## config.mk

```make
export PLATFORM = sky130hd
export DESIGN_NAME = cfg_boot_loader
export DESIGN_NICKNAME = d
export VERILOG_FILES = /design/src/rtl/cfg_loader_pkg.sv /design/src/rtl/cfg_spi_byte.sv /design/src/rtl/cfg_vote_store.sv /design/src/rtl/cfg_boot_loader.sv
export SDC_FILE = /design/constraint.sdc
export NUM_CORES = 1
export LEC_CHECK = 0
export BUFFER_PORTS_ARGS = -buffer_cell sky130_fd_sc_hd__buf_2
export CAP_MARGIN = 20
export CORE_ASPECT_RATIO = 0.5
export CORE_MARGIN = 2
export CORE_UTILIZATION = 25
export DETAILED_ROUTE_END_ITERATION = 8
export GPL_TIMING_DRIVEN = 1
export PLACE_DENSITY_LB_ADDON = 0.05
export SYNTH_ARGS = -nofsm -noshare
export SYNTH_HDL_FRONTEND = slang
export SYNTH_HIERARCHICAL = 1
export SYNTH_SLANG_ARGS = --single-unit
```

## constraint.sdc

```tcl
create_clock -name clk_i -period 4.8 [get_ports clk_i]
set_clock_uncertainty 0.15 [all_clocks]
set_input_delay 0.72 -clock clk_i [delete_from_list [all_inputs] [get_ports clk_i]]
set_output_delay 0.72 -clock clk_i [all_outputs]
set_load 0.05 [all_outputs]
```

## src/rtl/cfg_loader_pkg.sv

```systemverilog
package cfg_loader_pkg;
  localparam logic [7:0] CMD_READ = 8'h03;

  typedef enum logic [2:0] {
    S_BOOT, S_CSLOW, S_SEND, S_WAIT, S_GAP, S_COMMIT, S_RUN
  } ld_state_e;

  function automatic logic [7:0] maj3(input logic [7:0] a, input logic [7:0] b,
                                      input logic [7:0] c);
    return (a & b) | (a & c) | (b & c);
  endfunction
endpackage

```

## src/rtl/cfg_spi_byte.sv

```systemverilog
module cfg_spi_byte #(
  parameter int DIV = 2
) (
  input  logic       clk_i,
  input  logic       rst_ni,
  input  logic       start_i,
  input  logic [7:0] tx_i,
  input  logic       miso_i,
  output logic       sck_o,
  output logic       mosi_o,
  output logic       done_o,
  output logic [7:0] rx_o
);
  localparam int DW = (DIV > 1) ? $clog2(DIV) : 1;

  logic          active_q, phase_q, sck_q, done_q;
  logic [DW-1:0] div_q;
  logic [2:0]    bit_q;
  logic [7:0]    tx_q, rx_q;

  always_ff @(posedge clk_i or negedge rst_ni) begin
    if (!rst_ni) begin
      active_q <= 1'b0;
      phase_q  <= 1'b0;
      sck_q    <= 1'b0;
      done_q   <= 1'b0;
      div_q    <= '0;
      bit_q    <= '0;
      tx_q     <= '0;
      rx_q     <= '0;
    end else begin
      done_q <= 1'b0;
      if (!active_q) begin
        if (start_i) begin
          active_q <= 1'b1;
          tx_q     <= tx_i;
          bit_q    <= '0;
          phase_q  <= 1'b0;
          div_q    <= '0;
        end
      end else if (div_q == DW'(DIV - 1)) begin
        div_q <= '0;
        if (!phase_q) begin
          // rising edge: sample
          phase_q <= 1'b1;
          sck_q   <= 1'b1;
          rx_q    <= {rx_q[6:0], miso_i};
        end else begin
          // falling edge: advance
          phase_q <= 1'b0;
          sck_q   <= 1'b0;
          tx_q    <= {tx_q[6:0], 1'b0};
          if (bit_q == 3'd7) begin
            active_q <= 1'b0;
            done_q   <= 1'b1;
          end else begin
            bit_q <= bit_q + 3'd1;
          end
        end
      end else begin
        div_q <= div_q + DW'(1);
      end
    end
  end

  assign sck_o  = sck_q;
  assign mosi_o = tx_q[7];
  assign done_o = done_q;
  assign rx_o   = rx_q;
endmodule

```

## src/rtl/cfg_vote_store.sv

```systemverilog
module cfg_vote_store #(
  parameter int NUM_BYTES = 19,
  parameter int IDX_W     = 5
) (
  input  logic             clk_i,
  input  logic             rst_ni,
  input  logic             wr_i,
  input  logic [1:0]       pass_i,
  input  logic [IDX_W-1:0] idx_i,
  input  logic [7:0]       data_i,
  input  logic [IDX_W-1:0] rd_idx_i,
  output logic [7:0]       rd_o
);
  import cfg_loader_pkg::*;

  logic [7:0] first_q [NUM_BYTES];
  logic [7:0] second_q[NUM_BYTES];

  for (genvar g = 0; g < NUM_BYTES; g++) begin : g_byte
    logic hit;
    assign hit = wr_i && (idx_i == IDX_W'(g));
    always_ff @(posedge clk_i or negedge rst_ni) begin
      if (!rst_ni) begin
        first_q[g]  <= '0;
        second_q[g] <= '0;
      end else if (hit) begin
        case (pass_i)
          2'd0:    first_q[g]  <= data_i;
          2'd1:    second_q[g] <= data_i;
          default: first_q[g]  <= maj3(first_q[g], second_q[g], data_i);
        endcase
      end
    end
  end

  always_comb begin
    rd_o = '0;
    for (int k = 0; k < NUM_BYTES; k++)
      if (rd_idx_i == IDX_W'(k)) rd_o = first_q[k];
  end
endmodule

```

## src/rtl/cfg_boot_loader.sv

```systemverilog
module cfg_boot_loader #(
  parameter int         NUM_SLOTS = 8,
  parameter int         NUM_BYTES = 19,
  parameter bit         PAD_SLOTS = 1'b0,
  parameter int         EE_ADDR_W = 8,
  parameter int         SCK_DIV   = 2,
  parameter logic [7:0] REG_BASE  = 8'h0A
) (
  input  logic       clk_i,
  input  logic       rst_ni,
  input  logic [2:0] cfg_sel_i,
  output logic       spi_sck_o,
  output logic       spi_cs_no,
  output logic       spi_mosi_o,
  input  logic       spi_miso_i,
  output logic       reg_we_o,
  output logic [7:0] reg_addr_o,
  output logic [7:0] reg_wdata_o,
  output logic       done_o,
  output logic       run_o
);
  import cfg_loader_pkg::*;

  localparam int SEL_W      = (NUM_SLOTS > 1) ? $clog2(NUM_SLOTS) : 1;
  localparam int STRIDE     = PAD_SLOTS ? (1 << $clog2(NUM_BYTES)) : NUM_BYTES;
  localparam int ADDR_BYTES = (EE_ADDR_W + 7) / 8;
  localparam int AW8        = ADDR_BYTES * 8;
  localparam int HDR        = 1 + ADDR_BYTES;
  localparam int FRAME      = HDR + NUM_BYTES;
  localparam int FW         = $clog2(FRAME + 1);
  localparam int IDX_W      = (NUM_BYTES > 1) ? $clog2(NUM_BYTES) : 1;

  ld_state_e        state_q;
  logic [1:0]       pass_q;
  logic [FW-1:0]    byte_q;
  logic [IDX_W-1:0] commit_q;
  logic [SEL_W-1:0] sel_q;
  logic             cs_n_q, done_q;

  logic             eng_start, eng_done;
  logic [7:0]       eng_tx, eng_rx;
  logic [AW8-1:0]   start_addr;
  logic             st_wr;
  logic [IDX_W-1:0] st_idx;
  logic [7:0]       voted;

  assign start_addr = AW8'(sel_q) * AW8'(STRIDE);
  assign eng_start  = (state_q == S_SEND);

  always_comb begin
    eng_tx = 8'h00;
    if (byte_q == '0) eng_tx = CMD_READ;
    for (int k = 1; k <= ADDR_BYTES; k++)
      if (byte_q == FW'(k)) eng_tx = start_addr[8*(ADDR_BYTES-k) +: 8];
  end

  assign st_wr  = (state_q == S_WAIT) && eng_done && (byte_q >= FW'(HDR));
  assign st_idx = IDX_W'(byte_q - FW'(HDR));

  cfg_spi_byte #(.DIV(SCK_DIV)) u_spi (
    .clk_i  (clk_i),
    .rst_ni (rst_ni),
    .start_i(eng_start),
    .tx_i   (eng_tx),
    .miso_i (spi_miso_i),
    .sck_o  (spi_sck_o),
    .mosi_o (spi_mosi_o),
    .done_o (eng_done),
    .rx_o   (eng_rx)
  );

  cfg_vote_store #(.NUM_BYTES(NUM_BYTES), .IDX_W(IDX_W)) u_store (
    .clk_i   (clk_i),
    .rst_ni  (rst_ni),
    .wr_i    (st_wr),
    .pass_i  (pass_q),
    .idx_i   (st_idx),
    .data_i  (eng_rx),
    .rd_idx_i(commit_q),
    .rd_o    (voted)
  );

  always_ff @(posedge clk_i or negedge rst_ni) begin
    if (!rst_ni) begin
      state_q  <= S_BOOT;
      pass_q   <= '0;
      byte_q   <= '0;
      commit_q <= '0;
      sel_q    <= '0;
      cs_n_q   <= 1'b1;
      done_q   <= 1'b0;
    end else begin
      done_q <= 1'b0;
      unique case (state_q)
        S_BOOT: begin
          sel_q   <= SEL_W'(cfg_sel_i);
          state_q <= S_CSLOW;
        end
        S_CSLOW: begin
          cs_n_q  <= 1'b0;
          byte_q  <= '0;
          state_q <= S_SEND;
        end
        S_SEND: state_q <= S_WAIT;
        S_WAIT: if (eng_done) begin
          if (byte_q == FW'(FRAME - 1)) begin
            cs_n_q  <= 1'b1;
            state_q <= S_GAP;
          end else begin
            byte_q  <= byte_q + FW'(1);
            state_q <= S_SEND;
          end
        end
        S_GAP: begin
          if (pass_q == 2'd2) begin
            commit_q <= '0;
            state_q  <= S_COMMIT;
          end else begin
            pass_q  <= pass_q + 2'd1;
            state_q <= S_CSLOW;
          end
        end
        S_COMMIT: begin
          if (commit_q == IDX_W'(NUM_BYTES - 1)) begin
            done_q  <= 1'b1;
            state_q <= S_RUN;
          end else begin
            commit_q <= commit_q + IDX_W'(1);
          end
        end
        S_RUN: state_q <= S_RUN;
        default: state_q <= S_BOOT;
      endcase
    end
  end

  assign spi_cs_no   = cs_n_q;
  assign reg_we_o    = (state_q == S_COMMIT);
  assign reg_addr_o  = REG_BASE + 8'(commit_q);
  assign reg_wdata_o = voted;
  assign done_o      = done_q;
  assign run_o       = (state_q == S_RUN);
endmodule

```

## Word level (Yosys, flattened, before mapping)

Cells that the tools add are included.

- Bitwise logic cells: 98
- Add/sub/neg operators: 7
- Reduce and logical (&&, ||, !) cells: 77
- Equality and inequality tests: 56
- Magnitude comparators: 1
- Muxes and demuxes: 80
- $mul: 1

Operator list:

| cell | count |
|---|---|
| $and 8x8->8 | 57 |
| $or 8x8->8 | 38 |
| $pmux 8 s2 | 19 |
| $mux 8 | 24 |
| $reduce_and 2->1 | 42 |
| $eq 5x4->1 const B | 16 |
| $eq 5x3->1 const B | 8 |
| $eq 5x5->1 const B | 7 |
| $mux 3 | 9 |
| $logic_and 1x1->1 | 21 |
| $pmux 3 s7 | 1 |
| $eq 5x2->1 const B | 4 |
| $mux 5 | 4 |
| $pmux 5 s2 | 2 |
| $mux 1 | 19 |
| $eq 5x1->1 const B | 3 |
| $logic_not 5->1 | 3 |
| $reduce_and 3->1 | 5 |
| $eq 3x3->1 const B | 4 |
| $ne 2x2->1 const B | 6 |
| $add 5x1->5 const B | 2 |
| $mul 3x5->8 const B | 1 |
| $add 4x5->6 const A | 1 |
| $eq 3x2->1 const B | 2 |
| other kinds (16) | 22 |

- Register bits after elaboration: 348
- Output and inout port bits: 22
- Input port bits: 6

## Longest topological paths before layout

Gate-level depths: netlist (run 1).

- Depth after elaboration: 20
- Mapped depth: 13
- Gate-level depth less buffers: 10

## Hierarchy

Netlist (run 1), hierarchy kept.

Modules (own cells, without submodules):

| module | cells an instance | times used | area each (sq um) |
|---|---|---|---|
| cfg_vote_store | 2,053 | 1 | 18,322.6 |
| cfg_boot_loader | 167 | 1 | 1,461.4 |
| cfg_spi_byte | 86 | 1 | 1,029.7 |

## Worst setup path before layout (run 1)

OpenSTA, ideal clock, no wires.

- Path type: register -> output
- Start: register commit_q[4]
- End: output port reg_wdata_o[1]
- Required time: 3.930 ns
- Slack: 1.233 ns
- Arrival: 2.697 ns
- Cell stages (with the launch flop): 7
- Cells stage by stage: dfrtp_1 > buf_2 > or3b_2 > buf_2 > o21ai_0 > o21ai_0 > a311oi_1

- Cells in the longest elaborated chain, start to end: 20
- Elaborated cells between the ends (all ways): 38
- Classes of those cells: eq/ne (18); mux (19); reduce/logical (1)

RTL lines:

| element | line | text |
|---|---|---|
| start: declaration | cfg_boot_loader.sv:36 | `logic [IDX_W-1:0] commit_q;` |
| start signal: assignment | cfg_boot_loader.sv:128 | `commit_q <= commit_q + IDX_W'(1);` |
| $logic_not 5->1 | cfg_vote_store.sv:39 | `if (rd_idx_i == IDX_W'(k)) rd_o = first_q[k];` |
| $mux 8 (18 in series) | cfg_vote_store.sv:39 |  |
| $mux 8 (*) | cfg_vote_store.sv:39 |  |
| end: declaration | cfg_boot_loader.sv:18 | `output logic [7:0] reg_wdata_o,` |

Every way passes the cells marked *; elsewhere a longest branch is shown, timed or not.

## Worst setup path in the final report (run 1)

- Start: register commit_q[4]
- End: output port reg_wdata_o[5]

The elaborated chain is that of the path after synthesis.

==> flow_metrics.tcl, run 1 <==
set metrics [dict create \
    status "finished, final reports clean" \
    wl_per_cell_um 23.7 \
    syn_to_final_growth_pct 12.0 \
    critical_path_depth 6 \
    drive_gt1_share_pct 16.9 \
    critPathMaxFanout 26 \
    hold_class "input pin to register" \
    final_cell_area_um2 23300 \
    seq_area_frac_synth_pct 41.8 \
    crit_path_cell_trace "or3b_2 > a211oi_1 > o221ai_1 > a32oi_1 > o31a_1 > buf_2" \
    syn_avg_cell_area_um2 9.03 \
    max_stage_delay_ns 1.01 \
    hold_path_depth 3 \
    wl_met1_um 41100 \
    synth_async_sr_flop_share_pct 100 \
    fp-row-count 74 \
    clk_latency_ns 0.59 \
    grt_pass1_wl_um 118000 \
    rsz0062_at_grt "no" \
    peakVddDrop_uv 215 \
    viasPerCell 5.22 \
    n_antenna_cell 0 \
    syn_area_um2 20800 \
    dp.cells 3285 \
    coreArea_um2 82000 \
    finalCriticalPeriod_ns 4.68 \
    ff2ff_path_depth 9 \
    clk_path_buf_depth 3 \
    htreeDepth 2 \
    fmaxAchievable_mhz 214 \
    drt_wl_total_um 79600 \
    reg2reg_setup_slack_ns 1.04 \
    grt_max_degree 166 \
    critPathLaunchType "register" \
    drv_slew 0 \
    tightest_slew_ns 1.03 \
    die_height_um 208 \
    antenna_found_initial 5 \
    hold_ws_ns 0.213 \
    synth_top_area_cell "dfrtp_1" \
    leakagePower_nw 9.17 \
    final_hold_viol_count 0 \
    ys_types 81 \
    place_ws_ns 0.838 \
    layout.cells.non_filler 3354 \
    dr_wl_met2_um 33400 \
    grt_overflow 0 \
    dieArea_um2 85700 \
    drt-initial-drc-count 1463 \
    cap_viol_max_count 0 \
    cts.sink_count 348 \
    yosys.area.top_type_share_pct 41.7 \
    dr_wl_met3_um 4130 \
    ios 28 \
    antenna_left 0 \
    vias 17500 \
    ys_ff_latch 348 \
    start_util_pct 25.4 \
    grt_usage_pct 18.4 \
    synthTopCellsByArea "dfrtp_1 (42%), mux2_2 (8.5%), o21ai_0 (8.2%), a21oi_1 (8.0%), o21bai_1 (5.3%)" \
    nNetsFinal 2250 \
    clockRootBuffer "clkbuf_16" \
    ys_warn_count 6 \
    cts_resized 0 \
    cp-end-kind "output pin" \
    fin_setup_tns_ns 0 \
    whs_endpoint "sel_q[0]$_DFFE_PN0N_" \
    cpLargestDelayFamily "compound AO/OA/AOI/OAI gates" \
    crit_required_ns 3.93 \
    first_pass_iters 5 \
    min-delay-start "cfg_sel_i[0]" \
    worst-path-buf-inv 1 \
    setup_viol 0 \
    clk_pin_slew_ns 0.07 \
    slowest_stage "dfrtp_1" \
    die_x_um 412 \
    fin_ws_ns 0.119 \
    relSlewSlack_pct 31.7 \
    finalCritPeriodShare_pct 97.5 \
    yosysMostFrequentCell "dfrtp_1" \
    synth_edf_count 0 \
    dpl-instance-area_um2 22000 \
    r2r_start "byte_q[1]$_DFFE_PN0P_" \
    synth_cells 2306 \
    highest_layer "met4" \
    crit_type "register to output pin" \
    numCtsBuffers 41 \
    gp_congestion 0.878 \
    io_buffers 25 \
    synth_common_cells "dfrtp_1 (347), o21ai_0 (343), a21oi_1 (331), nand2_1 (198), clkbuf_1 (165)" \
    hpwl_um 51600 \
    power_density_nw_per_um2 275 \
    cts_tree "done" \
    synth_top_flop_cell "dfrtp_1" \
    cp_data_arrival_time_ns 3.81 \
    timing.rr.end "u_store/second_q[41]$_DFFE_PN0P_" \
    drc 0 \
    grt_pass1_vias 16600 \
]
## sequential cells by signal, indices dropped and copies added (netlist names)
| name | count |
|---|---|
| u_spi/tx_q | 8 |
| u_spi/phase_q | 1 |
| u_store/second_q | 152 |
| u_spi/sck_o | 1 |
| u_spi/div_q | 1 |
| sel_q | 3 |
| byte_q | 5 |
| state_q | 3 |
| commit_q | 5 |
| u_spi/rx_o | 8 |
| spi_cs_no | 1 |
| u_spi/done_o | 1 |
| u_spi/bit_q | 3 |
| u_store/first_q | 152 |
| done_o | 1 |
| pass_q | 2 |
| u_spi/active_q | 1 |
## cell usage in the layout, fill, tap and decap left out, types with 39 or more instances in the layout
cell and count:
mux2_2 158, nand2_1 198, a21oi_1 331, clkbuf_16 43, dfrtp_1 335, o21ai_0 343
o21bai_1 148, nor3b_1 146, buf_4 61, nor2_1 39
## routing by layer
| layer | up-vias | track usage [%] |
|---|---|---|
| li1 | 8189 | - |
| met1 | 8861 | 28.7 |
| met2 | 402 | 26.5 |
| met3 | 66 | 2.77 |
| met4 | 0 | 3.12 |
| met5 | - | 0 |
## final cells by class
| type | count | area (um2) |
|---|---|---|
| clock buffer | 56 | 1190 |
| clock inverter | 12 | 116 |
| fill | 8765 | 58700 |
| inverter | 22 | 82.6 |
| multi-input combinational | 1721 | 11100 |
| sequential | 348 | 8730 |
| tap | 1102 | 1380 |
| timing repair buffer | 93 | 723 |
## through the flow
step | total power (W) | utilization (%)
global placement | 0.00324 | 26.8
detailed placement | 0.00324 | 26.8
floorplan | 0.00310 | -
CTS | 0.00655 | 28.4
finish | 0.00641 | 28.4
global route | 0.00667 | 28.4
## where the power goes
group	switching, W	internal [W]
clock	0.00139	0.00184
combinational	0.000138	0.0000468
sequential	0.0000481	0.00294
total	0.00158	0.00483
## worst min-delay path: cells and delay by family
kind	cells	cell delay, ns
AO/OA/AOI/OAI	1	0.08
buffers and inverters	1	0.08
AND/OR/NAND/NOR	1	0.04
## how the worst max path moves through the flow
stage / from / to / slack, ns
after global routing: commit_q[4]$_DFFE_PN0P_ / reg_wdata_o[5] / 0.09
final: commit_q[4]$_DFFE_PN0P_ / reg_wdata_o[5] / 0.12
after detailed placement: commit_q[4]$_DFFE_PN0P_ / reg_wdata_o[5] / 0.84
after floorplan: commit_q[4]$_DFFE_PN0P_ / reg_wdata_o[1] / 1.23
after CTS: commit_q[4]$_DFFE_PN0P_ / reg_wdata_o[5] / 0.16
after global placement: commit_q[4]$_DFFE_PN0P_ / reg_wdata_o[5] / 0.86
## timing repair
item,in CTS,in global routing
hold buffers,1,0
hold endpoints to repair,18,0
buffers inserted,0,0
## logic make-up after synthesis
| group | share of synthesized area [%] |
|---|---|
| AOI/OAI and AO/OA | 25.7 |
| xor gates and xnor gates | 0.337 |
| adders and majority gates | 1.02 |
| buffers and inverters | 4.91 |
| DFF | 41.8 |
| muxes | 10.1 |
| other | 0.0180 |
| and+or+nand+nor | 16.1 |
Power figures use the tool's default switching activity.
==> run 2: changes to the inputs <==
SKIP_CTS_REPAIR_TIMING = 1   (was default)
clock period = 4.95 ns   (was 4.8 ns; I/O delays follow)
==> flow_metrics.tcl, run 2 (synthesis results as in run 1) <==
set metrics [dict create \
    status "finished, violations left" \
    violations "negative hold slack" \
    hold_class "input pin to async pin" \
    clk_path_buf_depth 3 \
    finalCritPeriodShare_pct 91.6 \
    wl_met1_um 41400 \
    wl_per_cell_um 23.5 \
    vias 17500 \
    die_height_um 208 \
    htreeDepth 2 \
    crit_required_ns 4.06 \
    start_util_pct 25.4 \
    drt_wl_total_um 79000 \
    final_core_util_pct 28.5 \
    cts.sink_count 348 \
    dr_wl_met2_um 33200 \
    final_hold_viol_count 1 \
    drc 0 \
    slowest_stage "or3b_2" \
    clk_pin_slew_ns 0.06 \
    hpwl_um 51600 \
    finalCriticalPeriod_ns 4.54 \
    grt_overflow 0 \
    viasPerCell 5.22 \
    cp_data_arrival_time_ns 3.64 \
    drive_gt1_share_pct 16.7 \
    drv_slew 0 \
    relSlewSlack_pct 31.4 \
    worst-path-buf-inv 1 \
    syn_to_final_growth_pct 12.2 \
    power_density_nw_per_um2 269 \
    grt_max_degree 183 \
    clk_latency_ns 0.58 \
    antenna_found_initial 4 \
    peakVddDrop_uv 220 \
    setup_viol 0 \
    grt_usage_pct 18.2 \
    cpLargestDelayFamily "compound AO/OA/AOI/OAI gates" \
    fin_setup_tns_ns 0 \
    grt_pass1_wl_um 118000 \
    fp-row-count 74 \
    cap_viol_max_count 0 \
    combPwrFrac_pct 3.0 \
    max_stage_delay_ns 0.76 \
    crit_type "register to output pin" \
    largestRegisters "u_store/first_q x152, u_store/second_q x152" \
    critPathLaunchType "register" \
    tightest_slew_ns 1.03 \
    coreArea_um2 82000 \
    numCtsBuffers 41 \
    nNetsFinal 2245 \
    p_int_w 0.00474 \
    antenna_left 0 \
    die_x_um 412 \
    hold_ws_ns -0.00475 \
    dr_wl_met3_um 3240 \
    dieArea_um2 85700 \
    leakagePower_nw 9.18 \
    rsz0062_at_grt "no" \
    fin_ws_ns 0.415 \
    power_frac_seq_pct 46.0 \
    layout_common_cells "o21ai_0 (343), dfrtp_1 (335), a21oi_1 (331)" \
    gp_congestion 0.842 \
    layout_commonest_cell "o21ai_0" \
    clockRootBuffer "clkbuf_16" \
    switching_share_pct 24.4 \
    power.switching_w 0.00153 \
    place_ws_ns 1.10 \
    io_buffers 25 \
    fmaxAchievable_mhz 220 \
    ios 28 \
    drt-initial-drc-count 1476 \
    grt_pass1_vias 16600 \
    cts_tree "done" \
    fillerInstances 8767 \
    critPathMaxFanout 26 \
    pwr-share-clk_pct 50.9 \
    cp-end-kind "output pin" \
    crit_path_cell_trace "or3b_2 > a211oi_1 > o221ai_1 > a32oi_1 > o31a_1 > buf_2" \
    first_pass_iters 9 \
    highest_layer "met5" \
]
==> run 2: cell types whose count changed in the layout (fill, tap and decap cells not counted), sizes merged <==
| cell | change |
|---|---|
| buf | -4 |
| clkbuf | +8 |
| clkinvlp | -1 |
| clkinv | -3 |
| diode | +4 |
| dlygate4sd3 | -1 |
==> run 2: path summary, 6_finish.rpt <==
| kind | startpoint | endpoint | slack [ns] | depth (start not counted) |
|---|---|---|---|---|
| min in group clk_i | cfg_sel_i[0] | sel_q[0]$_DFFE_PN0N_ | 0.23 | 3 |
| hold reg to reg | u_spi/sck_o$_DFFE_PN0P_ | u_spi/sck_o$_DFFE_PN0P_ | 0.34 | 2 |
| setup / recovery | commit_q[3]$_DFFE_PN0P_ | reg_wdata_o[5] | 0.41 | 6 |
| setup reg to reg | byte_q[1]$_DFFE_PN0P_ | u_store/first_q[51]$_DFFE_PN0P_ | 1.20 | 10 |
| max in group asynchronous | rst_ni | u_store/second_q[46]$_DFFE_PN0P_ | 3.66 | 2 |
| hold / removal | rst_ni | u_spi/bit_q[0]$_DFFE_PN0P_ | -0.005 | 1 |
==> run 2: cell type report <==
cell class | instances | area (um2) | share of cell area, %
Multi-Input combinational cell | 1721 | 11100 | 47.5
Sequential cell | 348 | 8730 | 37.4
Tap cell | 1102 | 1380 | 5.91
Clock buffer | 64 | 1250 | 5.38
Timing Repair Buffer | 88 | 703 | 3.01
Clock inverter | 8 | 97.6 | 0.418
Inverter | 22 | 82.6 | 0.354
Antenna cell | 4 | 10.0 | 0.0429
==> run 2: power by group through the flow <==
stage                     sequential, W  clock [W]  combinational [W]
after global routing            0.00289    0.00345           0.000213
after global placement          0.00295          0           0.000192
after CTS                       0.00290    0.00333           0.000191
after floorplan                 0.00292          0          0.0000935
after detailed placement        0.00295          0           0.000190
final                           0.00289    0.00320           0.000189
==> run 2: per-stage QoR <==
step / hold WS [ns] / cells / power [W] / cell area [um2]
after floorplan: 0.297 / 2307 / 0.00301 / 20800
after global placement: 0.325 / 3279 / 0.00315 / 21900
after detailed placement: 0.334 / 3280 / 0.00314 / 22000
after CTS: -0.00309 / 3352 / 0.00642 / 23300
after global routing: 0.0233 / 3353 / 0.00655 / 23300
final: -0.00475 / 3357 / 0.00628 / 23300
==> run 2: metal layers <==
layer	global-route usage, %	vias up
met3	2.79	66
met2	26.3	352
met1	28.2	8894
met5	0	-
met4	3.67	2
li1	-	8201
==> run 3: changes to the inputs <==
REMOVE_ABC_BUFFERS = 1   (was default)
==> flow_metrics.tcl, run 3 (synthesis results as in run 1) <==
set metrics [dict create \
    clk_latency_ns 0.59 \
    grt_pass1_vias 17000 \
    syn_to_final_growth_pct 11.2 \
    grt_use_met2_pct 26.4 \
    setup_viol 0 \
    drt_wl_total_um 79500 \
    ios 28 \
    antenna_left 0 \
    peakVddDrop_uv 186 \
    finalCriticalPeriod_ns 4.43 \
    final_cell_area_um2 23100 \
    drv_slew 0 \
    crit_path_cell_trace "or3b_2 > a211oi_1 > o221ai_1 > a32oi_1 > o31a_1 > buf_2" \
    status "finished, final reports clean" \
    hold_class "input pin to async pin" \
    combPwrFrac_pct 3.1 \
    cap_viol_max_count 0 \
    drc 0 \
    start_util_pct 25.4 \
    slowest_stage "or3b_2" \
    cts_tree "done" \
    dp.cells 3273 \
    antenna_found_initial 2 \
    final_hold_viol_count 0 \
    dieArea_um2 85700 \
    hpwl_um 52100 \
    cts.sink_count 348 \
    first_pass_iters 5 \
    critPathMaxFanout 28 \
    nNetsFinal 2237 \
    numCtsBuffers 40 \
    leakagePower_nw 9.08 \
    grt_usage_pct 18.4 \
    cp_data_arrival_time_ns 3.54 \
    power_frac_seq_pct 47.7 \
    die_height_um 208 \
    pwr-share-clk_pct 49.2 \
    crit_required_ns 4.06 \
    grt_use_met3_pct 3.09 \
    grt_overflow 0 \
    drive_gt1_share_pct 16.2 \
    clk_path_buf_depth 3 \
    power.switching_w 0.00152 \
    viasPerCell 5.25 \
    tightest_slew_ns 1.13 \
    fin_setup_tns_ns 0 \
    layout_common_cells "o21ai_0 (343), dfrtp_1 (335), a21oi_1 (331)" \
    dpl-instance-area_um2 21900 \
    htreeDepth 2 \
    finalCritPeriodShare_pct 89.6 \
    final_core_util_pct 28.2 \
    clockRootBuffer "clkbuf_16" \
    fillerInstances 8770 \
    fp-row-count 74 \
    clk_pin_slew_ns 0.06 \
    busiest_layer "met1" \
    io_buffers 25 \
    wl_per_cell_um 23.7 \
    relSlewSlack_pct 24.6 \
    switching_share_pct 25.1 \
    grt_pass1_wl_um 119000 \
    cp-end-kind "output pin" \
    power_density_nw_per_um2 262 \
    fin_ws_ns 0.515 \
    place_ws_ns 1.04 \
    critPathLaunchType "register" \
    die_x_um 412 \
    coreArea_um2 82000 \
    rsz0062_at_grt "no" \
    largestRegisters "u_store/first_q x152, u_store/second_q x152" \
    layout_commonest_cell "o21ai_0" \
    gp_congestion 0.889 \
    vias 17600 \
    fmaxAchievable_mhz 225 \
    max_stage_delay_ns 0.76 \
    drt-initial-drc-count 1479 \
    use_met1_pct 28.4 \
    crit_type "register to output pin" \
    layout.cells.non_filler 3347 \
    p_int_w 0.00455 \
    grt_max_degree 170 \
]
-- run 3: final timing paths --
| check | startpoint | end | slack (ns) | cells past startpoint |
|---|---|---|---|---|
| min in group clk_i | cfg_sel_i[0] | sel_q[0]$_DFFE_PN0N_ | 0.23 | 3 |
| min | rst_ni | u_spi/bit_q[0]$_DFFE_PN0P_ | 0.007 | 1 |
| max in group asynchronous | rst_ni | u_store/first_q[9]$_DFFE_PN0P_ | 3.72 | 2 |
| max | commit_q[2]$_DFFE_PN0P_ | reg_wdata_o[5] | 0.52 | 6 |
| min reg2reg | u_spi/bit_q[0]$_DFFE_PN0P_ | u_spi/bit_q[0]$_DFFE_PN0P_ | 0.34 | 1 |
| max reg2reg | byte_q[1]$_DFFE_PN0P_ | u_store/second_q[46]$_DFFE_PN0P_ | 1.04 | 9 |
-- run 3: worst max-delay path, delay by kind of cell, from the launching register on --
family | cells | cell delay (ns)
compound gates | 4 | 1.15
buf+inv | 1 | 0.29
flops | 1 | 0.74
simple gates | 1 | 0.76
-- run 3: final cells by class --
cell class                      count  area [um2]  share of cell area, %
Multi-Input combinational cell   1721       11100                   47.9
Clock inverter                      7        42.5                  0.184
Timing Repair Buffer               81         628                   2.71
Clock buffer                       64        1190                   5.15
Sequential cell                   348        8730                   37.7
Tap cell                         1102        1380                   5.96
Antenna cell                        2        5.00                 0.0216
Inverter                           22        82.6                  0.357
-- run 3: power groups by stage --
stage	registers [W]	clock network (W)	logic (W)
2_1_floorplan	0.00295	0	0.0000434
3_3_place_gp	0.00295	0	0.000197
3_5_place_dp	0.00295	0	0.000195
4_1_cts	0.00290	0.00311	0.000196
5_1_grt	0.00290	0.00322	0.000210
6_report	0.00290	0.00299	0.000188
-- run 3: per-layer routing --
metal / share of wire, % / vias to the layer above / routed length [um]
met5: 0 / - / 0
met4: 1.6 / 0 / 1270
met3: 4.7 / 80 / 3740
met2: 41 / 352 / 32900
met1: 52 / 8975 / 41600
li1: - / 8181 / -
-- run 3: through the flow --
stage          hold WS, ns  power, W
2_1_floorplan        0.297   0.00299
3_3_place_gp         0.337   0.00315
3_5_place_dp         0.330   0.00315
4_1_cts             0.0212   0.00620
5_1_grt             0.0421   0.00633
6_report           0.00684   0.00608
